$ cat src/rtl/fcl_pkg.sv
package fcl_pkg;

  typedef enum logic [1:0] {
    END_OTHER = 2'b00,
    END_ILIM  = 2'b01,
    END_OVRC  = 2'b10,
    END_TMAX  = 2'b11
  } end_code_e;

  typedef enum logic [1:0] {
    STEP_NONE = 2'b00,
    STEP_UP   = 2'b01,
    STEP_DOWN = 2'b10
  } step_e;

endpackage

$ cat src/rtl/fcl_rst_sync.sv
module fcl_rst_sync #(
  parameter int STAGES = 2
) (
  input  logic clk,
  input  logic rst_n,
  output logic rst_sync_n
);
  logic [STAGES-1:0] sync_q;
  logic [STAGES-1:0] sync_d;

  always_comb begin
    sync_d = {sync_q[STAGES-2:0], 1'b1};
  end

  always_ff @(posedge clk or negedge rst_n) begin
    if (!rst_n) sync_q <= '0;
    else        sync_q <= sync_d;
  end

  assign rst_sync_n = sync_q[STAGES-1];
endmodule

$ cat src/rtl/fcl_cycle_gate.sv
module fcl_cycle_gate (
  input  logic clk,
  input  logic rst_n,
  input  logic restart,
  input  logic cycle_start,
  input  logic end_vld,
  output logic accept
);
  logic armed_q;
  logic armed_d;
  logic armed_en;
  logic eff_armed;

  always_comb begin
    eff_armed = armed_q | cycle_start;
    accept    = end_vld & eff_armed & ~restart;
    armed_en  = restart | accept | cycle_start;
    if (restart)     armed_d = 1'b0;
    else if (accept) armed_d = 1'b0;
    else             armed_d = 1'b1;
  end

  always_ff @(posedge clk or negedge rst_n) begin
    if (!rst_n)        armed_q <= 1'b0;
    else if (armed_en) armed_q <= armed_d;
  end

  // one accepted ending per cycle start
  p_single_accept_r7: assert property (@(posedge clk) disable iff (!rst_n)
    accept |=> (!accept || cycle_start));

  // a restart drops any pending cycle start
  p_restart_disarms_r10: assert property (@(posedge clk) disable iff (!rst_n)
    restart |=> (!end_vld || cycle_start || !accept));
endmodule

$ cat src/rtl/fcl_step_decode.sv
module fcl_step_decode
  import fcl_pkg::*;
(
  input  logic       accept,
  input  logic       frozen,
  input  logic [1:0] code,
  output step_e      step
);
  end_code_e code_e;

  always_comb begin
    code_e = end_code_e'(code);
    step   = STEP_NONE;
    if (accept && !frozen) begin
      unique case (code_e)
        END_TMAX:  step = STEP_UP;
        END_OVRC:  step = STEP_UP;
        END_ILIM:  step = STEP_DOWN;
        END_OTHER: step = STEP_NONE;
        default:   step = STEP_NONE;
      endcase
    end
  end
endmodule

$ cat src/rtl/fcl_updown.sv
module fcl_updown
  import fcl_pkg::*;
#(
  parameter int LIMIT = 8,
  localparam int CW = $clog2(LIMIT + 1)
) (
  input  logic          clk,
  input  logic          rst_n,
  input  logic          restart,
  input  step_e         step,
  input  logic          frozen,
  output logic [CW-1:0] count,
  output logic          trip_now
);
  localparam logic [CW-1:0] TOP    = CW'(LIMIT);
  localparam logic [CW-1:0] BELOW  = CW'(LIMIT - 1);

  logic [CW-1:0] cnt_q;
  logic [CW-1:0] cnt_d;
  logic          cnt_en;

  always_comb begin
    cnt_d  = cnt_q;
    cnt_en = 1'b0;
    if (restart) begin
      cnt_d  = '0;
      cnt_en = 1'b1;
    end else begin
      unique case (step)
        STEP_UP: begin
          if (cnt_q != TOP) begin
            cnt_d  = cnt_q + 1'b1;
            cnt_en = 1'b1;
          end
        end
        STEP_DOWN: begin
          if (cnt_q != '0) begin
            cnt_d  = cnt_q - 1'b1;
            cnt_en = 1'b1;
          end
        end
        default: begin
          cnt_d  = cnt_q;
          cnt_en = 1'b0;
        end
      endcase
    end
    trip_now = !restart && (step == STEP_UP) && (cnt_q == BELOW);
  end

  always_ff @(posedge clk or negedge rst_n) begin
    if (!rst_n)      cnt_q <= '0;
    else if (cnt_en) cnt_q <= cnt_d;
  end

  assign count = cnt_q;

  // a down request at zero keeps the floor
  p_floor_r5: assert property (@(posedge clk) disable iff (!rst_n)
    (cnt_q == '0 && step == STEP_DOWN && !restart) |=> (cnt_q == '0));

  // at most one step per clock
  p_one_step_r7: assert property (@(posedge clk) disable iff (!rst_n)
    !restart |=> (cnt_q == $past(cnt_q) || cnt_q == $past(cnt_q) + 1'b1
                  || cnt_q == $past(cnt_q) - 1'b1));

  // latched state freezes the score
  p_frozen_r9: assert property (@(posedge clk) disable iff (!rst_n)
    (frozen && !restart) |=> $stable(cnt_q));

  // restart empties the score
  p_restart_zero_r10: assert property (@(posedge clk) disable iff (!rst_n)
    restart |=> (cnt_q == '0));
endmodule

$ cat src/rtl/fcl_trip_latch.sv
module fcl_trip_latch (
  input  logic clk,
  input  logic rst_n,
  input  logic restart,
  input  logic trip_now,
  output logic latched
);
  logic lat_q;
  logic lat_d;
  logic lat_en;

  always_comb begin
    lat_en = restart | trip_now;
    lat_d  = !restart;
  end

  always_ff @(posedge clk or negedge rst_n) begin
    if (!rst_n)      lat_q <= 1'b0;
    else if (lat_en) lat_q <= lat_d;
  end

  assign latched = lat_q;

  // once set, the latch stays set until a restart
  p_sticky_r8: assert property (@(posedge clk) disable iff (!rst_n)
    (lat_q && !restart) |=> lat_q);

  // restart releases the latch
  p_restart_release_r10: assert property (@(posedge clk) disable iff (!rst_n)
    restart |=> !lat_q);
endmodule

$ cat src/rtl/pulse_fault_guard.sv
module pulse_fault_guard
  import fcl_pkg::*;
#(
  parameter int LIMIT = 8,
  localparam int CW = $clog2(LIMIT + 1)
) (
  input  logic          clk,
  input  logic          rst_n,
  input  logic          supply_restart,
  input  logic          cycle_start,
  input  logic          end_vld,
  input  logic [1:0]    end_code,
  input  logic          drive_req,
  output logic          drive_out,
  output logic [CW-1:0] fault_count,
  output logic          latched_off
);
  logic  rst_sync_n;
  logic  accept;
  logic  trip_now;
  logic  latched;
  step_e step;

  fcl_rst_sync #(.STAGES(2)) u_rst_sync (
    .clk        (clk),
    .rst_n      (rst_n),
    .rst_sync_n (rst_sync_n)
  );

  fcl_cycle_gate u_gate (
    .clk         (clk),
    .rst_n       (rst_sync_n),
    .restart     (supply_restart),
    .cycle_start (cycle_start),
    .end_vld     (end_vld),
    .accept      (accept)
  );

  fcl_step_decode u_decode (
    .accept (accept),
    .frozen (latched),
    .code   (end_code),
    .step   (step)
  );

  fcl_updown #(.LIMIT(LIMIT)) u_count (
    .clk      (clk),
    .rst_n    (rst_sync_n),
    .restart  (supply_restart),
    .step     (step),
    .frozen   (latched),
    .count    (fault_count),
    .trip_now (trip_now)
  );

  fcl_trip_latch u_latch (
    .clk      (clk),
    .rst_n    (rst_sync_n),
    .restart  (supply_restart),
    .trip_now (trip_now),
    .latched  (latched)
  );

  assign latched_off = latched;
  assign drive_out   = drive_req & ~latched & ~trip_now;

  // reaching the limit means latched
  p_limit_latched_r8: assert property (@(posedge clk) disable iff (!rst_sync_n)
    (fault_count == CW'(LIMIT)) |-> latched_off);

  // no drive while latched
  p_drive_low_r8: assert property (@(posedge clk) disable iff (!rst_sync_n)
    latched_off |-> !drive_out);
endmodule

$ cat config.mk
export PLATFORM = sky130hd
export DESIGN_NAME = pulse_fault_guard
export DESIGN_NICKNAME = d
export VERILOG_FILES = /design/src/rtl/fcl_pkg.sv /design/src/rtl/fcl_rst_sync.sv /design/src/rtl/fcl_cycle_gate.sv /design/src/rtl/fcl_step_decode.sv /design/src/rtl/fcl_updown.sv /design/src/rtl/fcl_trip_latch.sv /design/src/rtl/pulse_fault_guard.sv
export SDC_FILE = /design/constraint.sdc
export NUM_CORES = 1
export LEC_CHECK = 0
export ABC_AREA = 1
export BUFFER_PORTS_ARGS = -buffer_cell sky130_fd_sc_hd__buf_2
export CORE_AREA = 10 10 47 49
export CTS_CLUSTER_DIAMETER = 120
export CTS_CLUSTER_SIZE = 8
export DETAILED_ROUTE_END_ITERATION = 10
export DIE_AREA = 0 0 57 59
export GPL_TIMING_DRIVEN = 0
export MAX_ROUTING_LAYER = met4
export PLACE_DENSITY = 0.69
export SLEW_MARGIN = 30
export SYNTH_ARGS = -nofsm -noshare
export SYNTH_HDL_FRONTEND = slang
export SYNTH_SLANG_ARGS = --single-unit
$ cat constraint.sdc
create_clock -name clk -period 2.8 [get_ports clk]
set_clock_uncertainty 0.05 [all_clocks]
set_input_delay 0.14 -clock clk [delete_from_list [all_inputs] [get_ports clk]]
set_output_delay 0.14 -clock clk [all_outputs]
set_load 0.01 [all_outputs]
# ---- Word-level counts from Yosys, hierarchy flattened
# Cells that the tools add are included.
dict set report op_classes {
  n_bitwise 11
  n_mux 12
  addsub 2
  n_reduce_logical 10
  eq_ne 9
}
# op n
set op_table {}
lappend op_table {{$mux 4} 3}
lappend op_table {{$pmux 4 s2} 1}
lappend op_table {{$eq 2x2->1 const B} 3}
lappend op_table {{$ne 3x2->1 const B} 2}
lappend op_table {{$pmux 2 s3} 1}
lappend op_table {{$mux 1} 5}
lappend op_table {{$add 4x1->4 const B} 1}
lappend op_table {{$and 1x1->1} 4}
lappend op_table {{$eq 2x1->1 const B} 2}
lappend op_table {{$eq 4x3->1 const B} 1}
lappend op_table {{$ne 4x4->1 const B} 1}
lappend op_table {{$or 1x1->1} 4}
lappend op_table {{$reduce_and 4->1} 1}
lappend op_table {{$reduce_bool 4->1} 1}
lappend op_table {{$sub 4x1->4 const B} 1}
lappend op_table {{$logic_and 1x1->1} 3}
lappend op_table {{$not 1->1} 3}
lappend op_table {{$reduce_bool 3->1} 1}
lappend op_table {{$logic_not 1->1} 2}
lappend op_table {{$logic_not 2->1} 1}
lappend op_table {{$mux 2} 1}
lappend op_table {{$pmux 1 s2} 1}
lappend op_table {{$reduce_or 2->1} 1}
dict set report word_totals {
  regBits 8
  elab_cells 48
  output_inout_bits 6
  inputBits 8
}

# ---- Logic depth before layout (Yosys ltp)
dict set report logic_depth {
  depth_word 10
  depth_mapped 14
  depth_no_buf 14
}

# ---- Modules after synthesis
# From an unflattened synthesis, not the netlist that was laid out.
dict set report unflattened {
  hier_cells 95
  area_unflattened_um2 653.1
}
# module instances seq_area_each_um2 area_per_inst_um2 cells_each
set by_module_without_submodules {}
lappend by_module_without_submodules {fcl_updown 1 100.1 474.2 72}
lappend by_module_without_submodules {fcl_rst_sync 1 50.0 53.8 3}
lappend by_module_without_submodules {fcl_cycle_gate 1 25.0 51.3 8}
lappend by_module_without_submodules {fcl_trip_latch 1 25.0 32.5 3}
lappend by_module_without_submodules {fcl_step_decode 1 0.0 27.5 6}
lappend by_module_without_submodules {pulse_fault_guard 1 0.0 13.8 3}

# ---- Least setup slack after synthesis
# OpenSTA, ideal clock, no wires.
dict set report synth_path {
  path_kind {reg-to-reg}
  start {reg u_latch.lat_q, in the netlist u_latch.latched}
  end {reg u_count.cnt_q[3], in the netlist u_count.count[3]}
  period_less_slack_ps 1945
  slack_ps 855
  required_ps 2633
  path_buffers 0
  arrival_time_ps 1777
  path_stages_with_launch 12
  setup_ps 117
  cell_sequence {dfrtp_1 -> inv_1 -> nand3_1 -> nor3_1 -> ha_1 -> ha_1 -> a21oi_1 -> nand2_1 -> nand2_1 -> nand2_1 -> nand3_1 -> nand2_1}
}
dict set report synth_via {
  elab_chain_cells 7
  elab_cells_between_ends 13
  cone_classes {4 x eq/ne; 5 x mux; 4 x reduce/logical}
}
# element line
set synth_lines {}
lappend synth_lines {{from (decl)} fcl_trip_latch.sv:8} ;# logic lat_q;
lappend synth_lines {{from (signal assigned)} fcl_trip_latch.sv:19} ;# else if (lat_en) lat_q <= lat_d;
lappend synth_lines {{$logic_not 1->1 *} fcl_step_decode.sv:14} ;# if (accept && !frozen) begin
lappend synth_lines {{$logic_and 1x1->1 *} fcl_step_decode.sv:14}
lappend synth_lines {{$mux 2 *} fcl_step_decode.sv:14}
lappend synth_lines {{$eq 2x2->1 / $eq 2x1->1 (equally long branches)} fcl_updown.sv:29} ;# unique case (step)
lappend synth_lines {{$pmux 1 s2} fcl_updown.sv:29}
lappend synth_lines {{$mux 1} fcl_updown.sv:25} ;# if (restart) begin
lappend synth_lines {{$reduce_and 4->1 (no line)} -}
lappend synth_lines {{to (signal assigned)} fcl_updown.sv:53} ;# else if (cnt_en) cnt_q <= cnt_d;
lappend synth_lines {{to (decl)} fcl_updown.sv:18} ;# logic [CW-1:0] cnt_q;
# Mark *: on every way between the ends. The rest lies on a longest branch, timed or not.
# A chain may end at the register's enable or synchronous reset.

# ---- Final worst setup path
dict set report layout_path {
  start {in end_vld}
  end {reg u_count.cnt_q[3], in the netlist u_count.count[3]}
}
dict set report layout_via {
  elab_chain_cells 8
  elab_cells_between_ends 14
  cone_classes {4 x eq/ne; 5 x mux; 2 x bitwise; 3 x reduce/logical}
}
# element line
set layout_lines {}
lappend layout_lines {{from (decl)} pulse_fault_guard.sv:11} ;# input logic end_vld,
lappend layout_lines {{$and 1x1->1 * (2 in series)} fcl_cycle_gate.sv:16} ;# accept = end_vld & eff_armed & ~restart;
lappend layout_lines {{$logic_and 1x1->1 *} fcl_step_decode.sv:14}
lappend layout_lines {{$mux 2 *} fcl_step_decode.sv:14}
lappend layout_lines {{$eq 2x2->1 / $eq 2x1->1 (equally long branches)} fcl_updown.sv:29}
lappend layout_lines {{$pmux 1 s2} fcl_updown.sv:29}
lappend layout_lines {{$mux 1} fcl_updown.sv:25}
lappend layout_lines {{$reduce_and 4->1 (no line)} -}
# Marked as above.

==> metrics.cfg <==
[grt]
grt_max_degree = 8
overflow = 0
grt_pass1_wl_mm = 2.12
grt_pass1_vias = 534
grt_usage_pct = 7.72
antenna_found_initial = 0

[sta]
finalSetupTns_ns = 0
slew_viol_final = 0
setup_viol = 0
hold_viol = 0
rsz0062_at_grt = no
finalCriticalPeriod_ns = 2.23
period_share_pct = 79.7
fmax_mhz = 448

[logic_synthesis]
synth_top_area_share_pct = 37.2
yosysWarnings = 0
postSynthCellCount = 70
synthTopCellsByArea = dfrtp_1 (37%), ha_1 (9.3%), nand2_1 (9.1%)
syn-mean-instance-area_um2 = 7.69
synth.distinct_cells = 18
syn_area_um2 = 538
synth.largest_area_cell = dfrtp_1
syn-num-nets = 83
seq_area_frac_synth_pct = 37.2
ys_ff_latch = 8

[worst_setup_path]
r2r_cells = 12
cp_data_required_time_ns = 2.88
cp-end-kind = register
rr_endpoint = u_count.count[3]
worst-setup-path-type = in2reg
crit_fanout = 7
r2r_start = u_gate.armed_q
timing.reg2reg.setup_slack_ns = 0.62
crit_arrival_ns = 2.31
worstSetupStartpointType = input port

[final_layout]
seqCellArea_um2 = 200
fin_area_um2 = 666
areaGrowthSynthToFinish_pct = 23.7
fillCellCount = 150
multi_input_comb_area_um2 = 293
final_cell_count_no_fill = 104
antenna_cells = 0
final_nets = 103
drive_above_1_share_pct = 29.5

[floorplan]
std_cell_rows = 14
initial_utilization_pct = 38.4
dieArea_um2 = 3360
core_area_um2 = 1400
die_y_um = 59
ios = 14
die_x_um = 57

[clock_network]
cts.sinks = 8
post_cts_buffers = 0
h-tree-depth = 1
root_buffer = clkbuf_4
cts_tree = built
clk_pin_slew_worst_paths_ns = 0.05
cts_max_path_buffers = 2
worstSkewPairLatency_ns = 0.24
ctsResizeCount = 0
holdBufCountCts = 2
cts_buffers = 3

[placement]
portBuffers = 13
dpl.hpwl_mm = 1.00
place.gp.congestion = 0.724
place_area_um2 = 623
dp.cells = 99

[power]
p_sw_share_pct = 21.2
peakVddDrop_v = 0.000228
power_frac_clock_pct = 36.5
power_leakage_uw = 0.000352
netSwitchingPower_uw = 47.7
power_density_nw_per_um2 = 338
p_comb_share_pct = 9.9
p_int_uw = 177
seqPwrFrac_pct = 53.6

[drt]
wirelength_mm = 1.14
drt_pass1_iterations = 4
avgViaCountPerCell = 4.84
drc = 0
post_drt_wl_per_cell_um = 11.0
vias = 503
antenna_left = 0
drt_iter0_markers = 8

[run]
max-cap-violations = 0

[min_path]
holdCritPathClass = reg2async

[run_status]
status = completed

## cells by family (layout without fill, tap and decap cells)
| kind of cell | after synthesis | in the layout | share of synthesized area [%] |
|---|---|---|---|
| adders and majority gates | 5 | 5 | 13.0 |
| and+or+nand+nor | 38 | 38 | 33.7 |
| DFF | 8 | 8 | 37.2 |
| AOI/OAI and AO/OA | 5 | 5 | 5.35 |
| xor gates and xnor gates | 1 | 1 | 1.63 |
| other | 1 | 1 | 0.697 |
| buffers and inverters | 12 | 30 | 8.37 |
## metal layers
metal  vias to the layer above  part of all wire [%]  GRT usage (%)
met5                         -                     0              -
met4                         0                     0           4.03
met3                         0                   5.9           1.93
met2                        15                    47           12.7
met1                       230                    47           8.44
li1                        258                     -              -
## placed cells by master (no fill, tap or decap), drive strengths merged
| cell | Yosys | final |
|---|---|---|
| a21oi | 2 | 2 |
| buf | 0 | 13 |
| clkbuf | 0 | 3 |
| conb | 1 | 1 |
| dfrtp | 8 | 8 |
| dlygate4sd3 | 0 | 2 |
| fa | 1 | 1 |
| ha | 4 | 4 |
| inv | 12 | 12 |
| nand2 | 14 | 14 |
| nand3 | 10 | 10 |
| nor2 | 11 | 11 |
| nor3 | 3 | 3 |
| o21ai | 3 | 3 |
| xnor2 | 1 | 1 |
## per-stage QoR
step	hold slack, ns	setup WS, ns	util [%]	power (uW)
floorplan	-0.206	0.855	-	133
global placement	-0.125	0.718	44.5	142
detailed placement	-0.121	0.586	44.5	143
CTS	0.0436	0.554	47.5	230
global route	0.0621	0.291	47.5	239
finish	0.0321	0.569	47.5	225
## worst max-delay path: stages
cell	delay, ns
dlygate4sd3_1	0.52
buf_2	0.11
nand3_1	0.10
nor3_1	0.23
ha_1	0.38
ha_1	0.33
a21oi_1	0.18
nand2_1	0.07
nand2_1	0.07
nand2_1	0.05
nand3_1	0.07
nand2_1	0.06
## cell type report
type	count	area share, %
timing repair buffer	15	12.8
sequential	8	30.1
tap	16	3.01
inverter	12	6.77
multi-input combinational	50	44.0
clock buffer	3	3.38
## flip-flops by register name, summed over array words and instances, names as in the netlist
signal and count:
u_rst_sync.sync_q 2, u_latch.latched 1, u_gate.armed_q 1, u_count.count 4
## power groups by stage
stage / combinational (uW) / clock (uW) / sequential (uW)
6_report: 22.2 / 82.1 / 120
5_1_grt: 25.8 / 92.3 / 121
3_3_place_gp: 19.6 / 0 / 122
2_1_floorplan: 11.2 / 0 / 122
3_5_place_dp: 20.3 / 0 / 122
4_1_cts: 22.5 / 87.3 / 121
## cell usage after synthesis
| master | count |
|---|---|
| nand3_2 | 1 |
| fa_1 | 1 |
| inv_2 | 3 |
| nor2_2 | 3 |
| dfrtp_1 | 8 |
| xnor2_1 | 1 |
| o21ai_2 | 1 |
| nor3_1 | 3 |
| a21oi_1 | 2 |
| nor2_4 | 1 |
| nor2_1 | 7 |
| ha_1 | 4 |
| nand2_2 | 1 |
| nand2_1 | 13 |
| conb_1 | 1 |
| nand3_1 | 9 |
| o21ai_0 | 2 |
| inv_1 | 9 |
## how the worst max path moves through the flow
stage	slack, ns	to	cells after the start	startpoint
after floorplan	0.86	u_count.count[3]	11	u_latch.latched
after global placement	0.72	u_count.count[3]	11	u_latch.latched
final	0.57	u_count.count[3]	12	end_vld
after CTS	0.55	u_count.count[3]	12	end_vld
after global routing	0.29	u_count.count[3]	12	u_gate.armed_q
after detailed placement	0.59	u_count.count[3]	12	u_gate.armed_q
Note: power is estimated with default switching activity, not from simulation.
